==> config.mk <==
export PLATFORM = sky130hd
export DESIGN_NAME = cfgmem_guard
export DESIGN_NICKNAME = d
export VERILOG_FILES = /design/src/rtl/cfgmem_pkg.sv /design/src/rtl/cfgmem_array.sv /design/src/rtl/cfgmem_ident.sv /design/src/rtl/cfgmem_seq.sv /design/src/rtl/cfgmem_guard.sv
export SDC_FILE = /design/constraint.sdc
export NUM_CORES = 2
export LEC_CHECK = 0
export BUFFER_PORTS_ARGS = -buffer_cell sky130_fd_sc_hd__buf_2
export CORE_MARGIN = 4
export CORE_UTILIZATION = 30
export CTS_CLUSTER_SIZE = 16
export DETAILED_ROUTE_END_ITERATION = 12
export GPL_TIMING_DRIVEN = 0
export REMOVE_ABC_BUFFERS = 1
export SYNTH_ARGS = -nofsm -noshare
export SYNTH_HDL_FRONTEND = slang
export SYNTH_SLANG_ARGS = --single-unit
==> constraint.sdc <==
create_clock -name clk -period 6.45 [get_ports clk]
set_clock_uncertainty 0.1 [all_clocks]
set_input_delay 0 -clock clk [delete_from_list [all_inputs] [get_ports clk]]
set_output_delay 0 -clock clk [all_outputs]
set_load 0.005 [all_outputs]
==> src/rtl/cfgmem_pkg.sv <==
package cfgmem_pkg;

  typedef enum logic [2:0] {
    OP_NONE  = 3'd0,
    OP_WIPE  = 3'd1,
    OP_PROG  = 3'd2,
    OP_READ  = 3'd3,
    OP_SEAL  = 3'd4,
    OP_IDWR  = 3'd5,
    OP_IDRD  = 3'd6,
    OP_RSVD  = 3'd7
  } op_e;

  typedef enum logic [1:0] {
    ST_IDLE = 2'd0,
    ST_EXEC = 2'd1,
    ST_WIPE = 2'd2
  } st_e;

  localparam int ID_BITS = 64;

  // commands that touch protected content
  function automatic logic op_guarded(op_e op);
    return (op == OP_PROG) || (op == OP_READ) || (op == OP_IDWR) || (op == OP_IDRD);
  endfunction

  function automatic logic op_known(op_e op);
    return (op != OP_NONE) && (op != OP_RSVD);
  endfunction

endpackage

==> src/rtl/cfgmem_array.sv <==
module cfgmem_array #(
  parameter int ADDR_W = 6,
  parameter int DATA_W = 32
) (
  input  logic              clk,
  input  logic              re,
  input  logic [ADDR_W-1:0] raddr,
  output logic [DATA_W-1:0] rdata,
  input  logic              we,
  input  logic [ADDR_W-1:0] waddr,
  input  logic [DATA_W-1:0] wdata
);
  localparam int DEPTH = 1 << ADDR_W;

  logic [DATA_W-1:0] mem_q [DEPTH];

  // single read port, single write port, no reset: maps onto block RAM
  always_ff @(posedge clk) begin
    if (we) mem_q[waddr] <= wdata;
    if (re) rdata <= mem_q[raddr];
  end

endmodule

==> src/rtl/cfgmem_ident.sv <==
module cfgmem_ident
  import cfgmem_pkg::*;
#(
  parameter int DATA_W = 32,
  localparam int SLICES = ID_BITS / DATA_W,
  localparam int SEL_W  = (SLICES > 1) ? $clog2(SLICES) : 1
) (
  input  logic              clk,
  input  logic              rst,
  input  logic              clr,
  input  logic              we,
  input  logic [SEL_W-1:0]  sel,
  input  logic [DATA_W-1:0] wdata,
  output logic [DATA_W-1:0] rdata
);
  logic [DATA_W-1:0] slice_q [SLICES];

  for (genvar g = 0; g < SLICES; g++) begin : g_slice
    always_ff @(posedge clk) begin
      if (rst || clr) begin
        slice_q[g] <= '0;
      end else if (we && (sel == SEL_W'(g))) begin
        slice_q[g] <= wdata;
      end
    end
  end

  assign rdata = slice_q[sel];

endmodule

==> src/rtl/cfgmem_seq.sv <==
module cfgmem_seq
  import cfgmem_pkg::*;
#(
  parameter int ADDR_W = 6,
  parameter int DATA_W = 32,
  parameter int SEL_W  = 1
) (
  input  logic              clk,
  input  logic              rst,
  input  logic              cmd_valid,
  output logic              cmd_ready,
  input  logic [2:0]        cmd_op,
  input  logic [ADDR_W-1:0] cmd_addr,
  input  logic [DATA_W-1:0] cmd_wdata,
  input  logic              cmd_seal,
  output logic              busy,
  output logic              locked,
  output logic              rsp_valid,
  output logic              rsp_err,
  output logic [DATA_W-1:0] rsp_rdata,
  output logic              arr_re,
  output logic [ADDR_W-1:0] arr_raddr,
  input  logic [DATA_W-1:0] arr_rdata,
  output logic              arr_we,
  output logic [ADDR_W-1:0] arr_waddr,
  output logic [DATA_W-1:0] arr_wdata,
  output logic              id_clr,
  output logic              id_we,
  output logic [SEL_W-1:0]  id_sel,
  output logic [DATA_W-1:0] id_wdata,
  input  logic [DATA_W-1:0] id_rdata
);
  st_e               st_q;
  op_e               op_q;
  logic [ADDR_W-1:0] addr_q;
  logic [DATA_W-1:0] wdata_q;
  logic              seal_q;
  logic [ADDR_W-1:0] sweep_q;
  logic              lock_q;
  logic              rv_q, re_q;
  logic [DATA_W-1:0] rd_q;

  logic accept, refuse, run_ok, sweep_last;

  assign accept     = cmd_valid && (st_q == ST_IDLE);
  assign refuse     = !op_known(op_q) || (lock_q && op_guarded(op_q));
  assign run_ok     = (st_q == ST_EXEC) && !refuse;
  assign sweep_last = (st_q == ST_WIPE) && (&sweep_q);

  // the read is issued at acceptance so the old word is ready for OR-merge
  assign arr_re    = accept;
  assign arr_raddr = cmd_addr;
  assign arr_we    = (st_q == ST_WIPE) || (run_ok && (op_q == OP_PROG));
  assign arr_waddr = (st_q == ST_WIPE) ? sweep_q : addr_q;
  assign arr_wdata = (st_q == ST_WIPE) ? '0 : (arr_rdata | wdata_q);

  assign id_clr   = sweep_last;
  assign id_we    = run_ok && (op_q == OP_IDWR);
  assign id_sel   = addr_q[SEL_W-1:0];
  assign id_wdata = wdata_q;

  always_ff @(posedge clk) begin
    if (rst) begin
      st_q    <= ST_IDLE;
      op_q    <= OP_NONE;
      addr_q  <= '0;
      wdata_q <= '0;
      seal_q  <= 1'b0;
      sweep_q <= '0;
      lock_q  <= 1'b1;
      rv_q    <= 1'b0;
      re_q    <= 1'b0;
      rd_q    <= '0;
    end else begin
      rv_q <= 1'b0;
      re_q <= 1'b0;
      rd_q <= '0;
      unique case (st_q)
        ST_IDLE: begin
          if (accept) begin
            op_q    <= op_e'(cmd_op);
            addr_q  <= cmd_addr;
            wdata_q <= cmd_wdata;
            seal_q  <= cmd_seal;
            sweep_q <= '0;
            st_q    <= (op_e'(cmd_op) == OP_WIPE) ? ST_WIPE : ST_EXEC;
          end
        end
        ST_EXEC: begin
          st_q <= ST_IDLE;
          rv_q <= 1'b1;
          re_q <= refuse;
          if (!refuse) begin
            case (op_q)
              OP_READ: rd_q   <= arr_rdata;
              OP_IDRD: rd_q   <= id_rdata;
              OP_SEAL: lock_q <= 1'b1;
              OP_PROG: if (seal_q) lock_q <= 1'b1;
              default: ;
            endcase
          end
        end
        ST_WIPE: begin
          sweep_q <= sweep_q + 1'b1;
          if (sweep_last) begin
            st_q   <= ST_IDLE;
            lock_q <= 1'b0;
            rv_q   <= 1'b1;
          end
        end
        default: st_q <= ST_IDLE;
      endcase
    end
  end

  assign cmd_ready = (st_q == ST_IDLE);
  assign busy      = (st_q != ST_IDLE);
  assign locked    = lock_q;
  assign rsp_valid = rv_q;
  assign rsp_err   = re_q;
  assign rsp_rdata = rd_q;

endmodule

==> src/rtl/cfgmem_guard.sv <==
module cfgmem_guard
  import cfgmem_pkg::*;
#(
  parameter int ADDR_W = 6,
  parameter int DATA_W = 32
) (
  input  logic              clk,
  input  logic              rst,
  input  logic              cmd_valid,
  output logic              cmd_ready,
  input  logic [2:0]        cmd_op,
  input  logic [ADDR_W-1:0] cmd_addr,
  input  logic [DATA_W-1:0] cmd_wdata,
  input  logic              cmd_seal,
  output logic              busy,
  output logic              locked,
  output logic              rsp_valid,
  output logic              rsp_err,
  output logic [DATA_W-1:0] rsp_rdata
);
  localparam int SLICES = ID_BITS / DATA_W;
  localparam int SEL_W  = (SLICES > 1) ? $clog2(SLICES) : 1;

  logic              arr_re, arr_we, id_clr, id_we;
  logic [ADDR_W-1:0] arr_raddr, arr_waddr;
  logic [DATA_W-1:0] arr_rdata, arr_wdata, id_wdata, id_rdata;
  logic [SEL_W-1:0]  id_sel;

  cfgmem_seq #(.ADDR_W(ADDR_W), .DATA_W(DATA_W), .SEL_W(SEL_W)) seq_i (
    .clk(clk), .rst(rst),
    .cmd_valid(cmd_valid), .cmd_ready(cmd_ready), .cmd_op(cmd_op),
    .cmd_addr(cmd_addr), .cmd_wdata(cmd_wdata), .cmd_seal(cmd_seal),
    .busy(busy), .locked(locked),
    .rsp_valid(rsp_valid), .rsp_err(rsp_err), .rsp_rdata(rsp_rdata),
    .arr_re(arr_re), .arr_raddr(arr_raddr), .arr_rdata(arr_rdata),
    .arr_we(arr_we), .arr_waddr(arr_waddr), .arr_wdata(arr_wdata),
    .id_clr(id_clr), .id_we(id_we), .id_sel(id_sel),
    .id_wdata(id_wdata), .id_rdata(id_rdata)
  );

  cfgmem_array #(.ADDR_W(ADDR_W), .DATA_W(DATA_W)) array_i (
    .clk(clk), .re(arr_re), .raddr(arr_raddr), .rdata(arr_rdata),
    .we(arr_we), .waddr(arr_waddr), .wdata(arr_wdata)
  );

  cfgmem_ident #(.DATA_W(DATA_W)) ident_i (
    .clk(clk), .rst(rst), .clr(id_clr), .we(id_we), .sel(id_sel),
    .wdata(id_wdata), .rdata(id_rdata)
  );

endmodule

==> summary.md <==
| Metric | Value |
|---|---|
| Clk root buf | clkbuf_16 |
| Initial drt markers | 5064 |
| CTS tree | yes |
| Layout area overhead | 18.4% |
| Setup violators final | 0 |
| Reg-to-reg slack, setup | 2.15 ns |
| Netlist cell types | 50 |
| CTS buffer count | 214 |
| EDFF count, synth | 2144 |
| Core Region | 282000 µm² |
| Worst setup EP type | register |
| Kind of critical path | reg2reg |
| PD cells | 302 nW/µm² |
| CTS Hold Bufs | 116 |
| Max_cap viols | 0 |
| Primary FF master, synth | edfxtp_1 |
| Seq/Total Area, Yosys | 77.7% |
| Post-synth ARST share | 0% |
| Effective utilization at floorplan | 30.1% |
| Pin count of the biggest net entering global routing | 96 |
| Vias in the first global route | 43100 |
| Slew Limit Fails | 0 |
| Compound-Gate Fraction of Synth Area | 2.73% |
| CTS sink count | 2230 |
| Final hold violations | 0 |
| Routed length per instance | 26.9 µm |
| DR vias | 42500 |
| Antenna-violating nets left | 0 |
| # DRC | 0 |
| Total gr overflow | 0 |
| Fill count | 25700 |
| Rows | 195 |
| Post-synthesis adder-cell area fraction | 0.0588% |
| Syn Area/Cell | 21.0 µm² |
| PostCTS Resize Cnt | 0 |
| Area share of the largest cell type after synthesis | 75.7% |
| Most Used Layer, Global Route | met2 |
| Largest family of logic cells by synthesized area | multiplexers |
| Period minus WS final | 4.30 ns |
| Hpwl dp | 143000 µm |
| Mux cell area share after synthesis | 14.4% |
| Status | complete, no violations |
| I/O pin total | 82 |
| Worst-Margin Slew | 1.38 ns |
| GRT met2 Usage | 25.1% |
| Skew-Pair Late Insertion Delay | 0.84 ns |
| DP Area | 92800 µm² |
| Critical path startpoint category | register |
| Via density | 5.11 |
| Leading cell types in the layout, fill and taps excluded | edfxtp_1, mux4_2, clkbuf_16 |
| # nets final | 4418 |
| Port Buffers | 81 |
| CTS Buffer Depth | 3 |
| Top cells by area, synth | edfxtp_1, mux4_2, dfxtp_1 |
| Worst VDD drop | 284 µV |
| Yosys warns | 0 |
| Setup Buffers After CTS | 0 |
| Design area | 101000 µm² |
| Post-Synth Simple-Gate Area | 3.69% |
| H-tree level count | 4 |
| Tot GR Track Use | 15.0% |
| Met3 usage | 2.55% |
| Die ar. | 292000 µm² |
| Slew HR | 7.95% |
| Routed WL | 223000 µm |
| LEAKAGE | 0.0308 µW |
| Initial antenna violation count | 19 |
| Layout cells sized above 1 | 26.4% |
| Met1 Track Usage GR | 20.4% |
| Class of the worst hold path | in2reg |
| Req. time, crit path | 6.85 ns |
| First-pass GRT wire length | 320000 µm |
| Non-Filler Instances | 8309 |
| RSZ-0062 raised after global routing | false |
| Drt pass-1 iters | 7 |
| Yosys reg bits | 2230 |
| Arrival @ worst endpoint | 4.71 ns |
| Post-Syn Area | 85100 µm² |
| Synth area leader | edfxtp_1 |
| Xor-xnor portion of the synthesized cell area | 0.0103% |
| Cell total after placement | 7780 |
| Worst-path fanout max | 36 |
| CTS clk-pin slew, worst paths | 0.06 ns |
| Mapped Cells | 4044 |
| F_max | 232 MHz |
| GPL Wtd Cong | 0.764 |
| Most common cell after layout, fill and taps aside | edfxtp_1 |
| Die height | 541 µm |
| Final Cycle Share | 66.7% |
| Die X | 541 µm |
path summary, 6_finish.rpt:
path	startpoint	to	depth (start not counted)
setup / recovery	seq_i.st_q[0]$_SDFFE_PP0P_	array_i.mem_q[23][7]$_DFFE_PP_	8
setup reg to reg	seq_i.st_q[0]$_SDFFE_PP0P_	array_i.mem_q[23][7]$_DFFE_PP_	8
hold reg to reg	seq_i.addr_q[4]$_SDFFE_PP0P_	seq_i.addr_q[4]$_SDFFE_PP0P_	2
hold / removal	cmd_addr[1]	array_i.rdata[18]$_DFFE_PP_	5
Yosys cell counts, types with 2 or more instances:
cell / count
mux4_2: 507
edfxtp_1: 2144
nor4_1: 5
a211o_1: 5
buf_4: 28
buf_1: 14
a21oi_1: 63
a22oi_1: 89
nand3b_1: 5
nand2_1: 177
or3b_2: 2
nor3_1: 7
o221ai_1: 52
a221o_1: 3
nand2b_1: 15
buf_12: 3
o21ai_0: 22
and3_1: 28
clkbuf_1: 115
nor2b_1: 36
o22ai_1: 59
mux2_2: 51
inv_1: 10
o31ai_1: 2
a211oi_1: 31
nand4_1: 56
or3_1: 4
buf_6: 16
or2_2: 5
mux2i_1: 22
nor3b_1: 5
nand3_1: 63
nor2_1: 173
a2111oi_0: 2
a31oi_1: 3
buf_2: 56
dfxtp_1: 86
and2_1: 65
ha_1: 4
where the power goes:
part | switching (µW) | internal (µW) | leakage [µW]
clock network | 5430 | 6720 | 0.00327
registers | 48.3 | 16300 | 0.0200
logic | 1320 | 634 | 0.00755
cell type report:
cell class              count  area [µm²]  area share, %
flip-flops and latches   2230       66100           65.6
multi-input cells        1571       18500           18.4
clock buffers             266        5590           5.55
well taps                3743        4680           4.65
repair buffers            341        4610           4.57
clock inverters           126        1130           1.12
diodes                     21        52.6         0.0522
inverters                  11        43.8         0.0435
kinds of logic (layout without fill, tap and decap cells):
family	Yosys count	in the layout
AO/OA/AOI/OAI	336	336
XOR/XNOR	1	1
adder cells (fa/ha/maj)	4	4
buffers and inverters	243	744
flip-flops	2230	2230
multiplexers	580	580
other	0	21
AND/OR/NAND/NOR	650	650
critical path, stage by stage (launching register included):
cell,delay (ns)
dfxtp_1,0.32
inv_1,0.14
ha_4,0.62
buf_16,0.32
a31oi_1,0.22
nor2b_1,0.42
nand2_1,0.62
nor2_4,0.93
buf_16,0.24
sequential cells by signal, indices dropped and copies added, names as in the netlist, named ones only:
signal / flops
ident_i.slice_q: 64
seq_i.rsp_valid: 1
array_i.mem_q: 2048
seq_i.locked: 1
seq_i.op_q: 3
seq_i.st_q: 2
seq_i.seal_q: 1
seq_i.rsp_err: 1
seq_i.addr_q: 6
seq_i.sweep_q: 6
seq_i.id_wdata: 32
seq_i.rsp_rdata: 32
array_i.rdata: 32
per-stage QoR:
stage	TNS, ns	worst slack (ns)	hold slack [ns]	utilization, %	power, µW
4_1_cts	0	2.11	0.0532	35.7	30600
3_3_place_gp	-4447.87	-13.58	0.159	31.5	18800
3_5_place_dp	0	1.85	0.154	32.9	18500
6_report	0	2.15	0.0915	35.7	30400
2_1_floorplan	0	2.31	-0.0309	-	17400
5_1_grt	0	1.94	0.0791	35.7	31400
layer usage:
metal	up-vias	part of all wire [%]
met1	22900	41
met5	-	0.0058
met4	2	2.6
li1	17600	-
met3	316	7.4
met2	1716	49
Note: power is estimated with default switching activity, not from simulation.
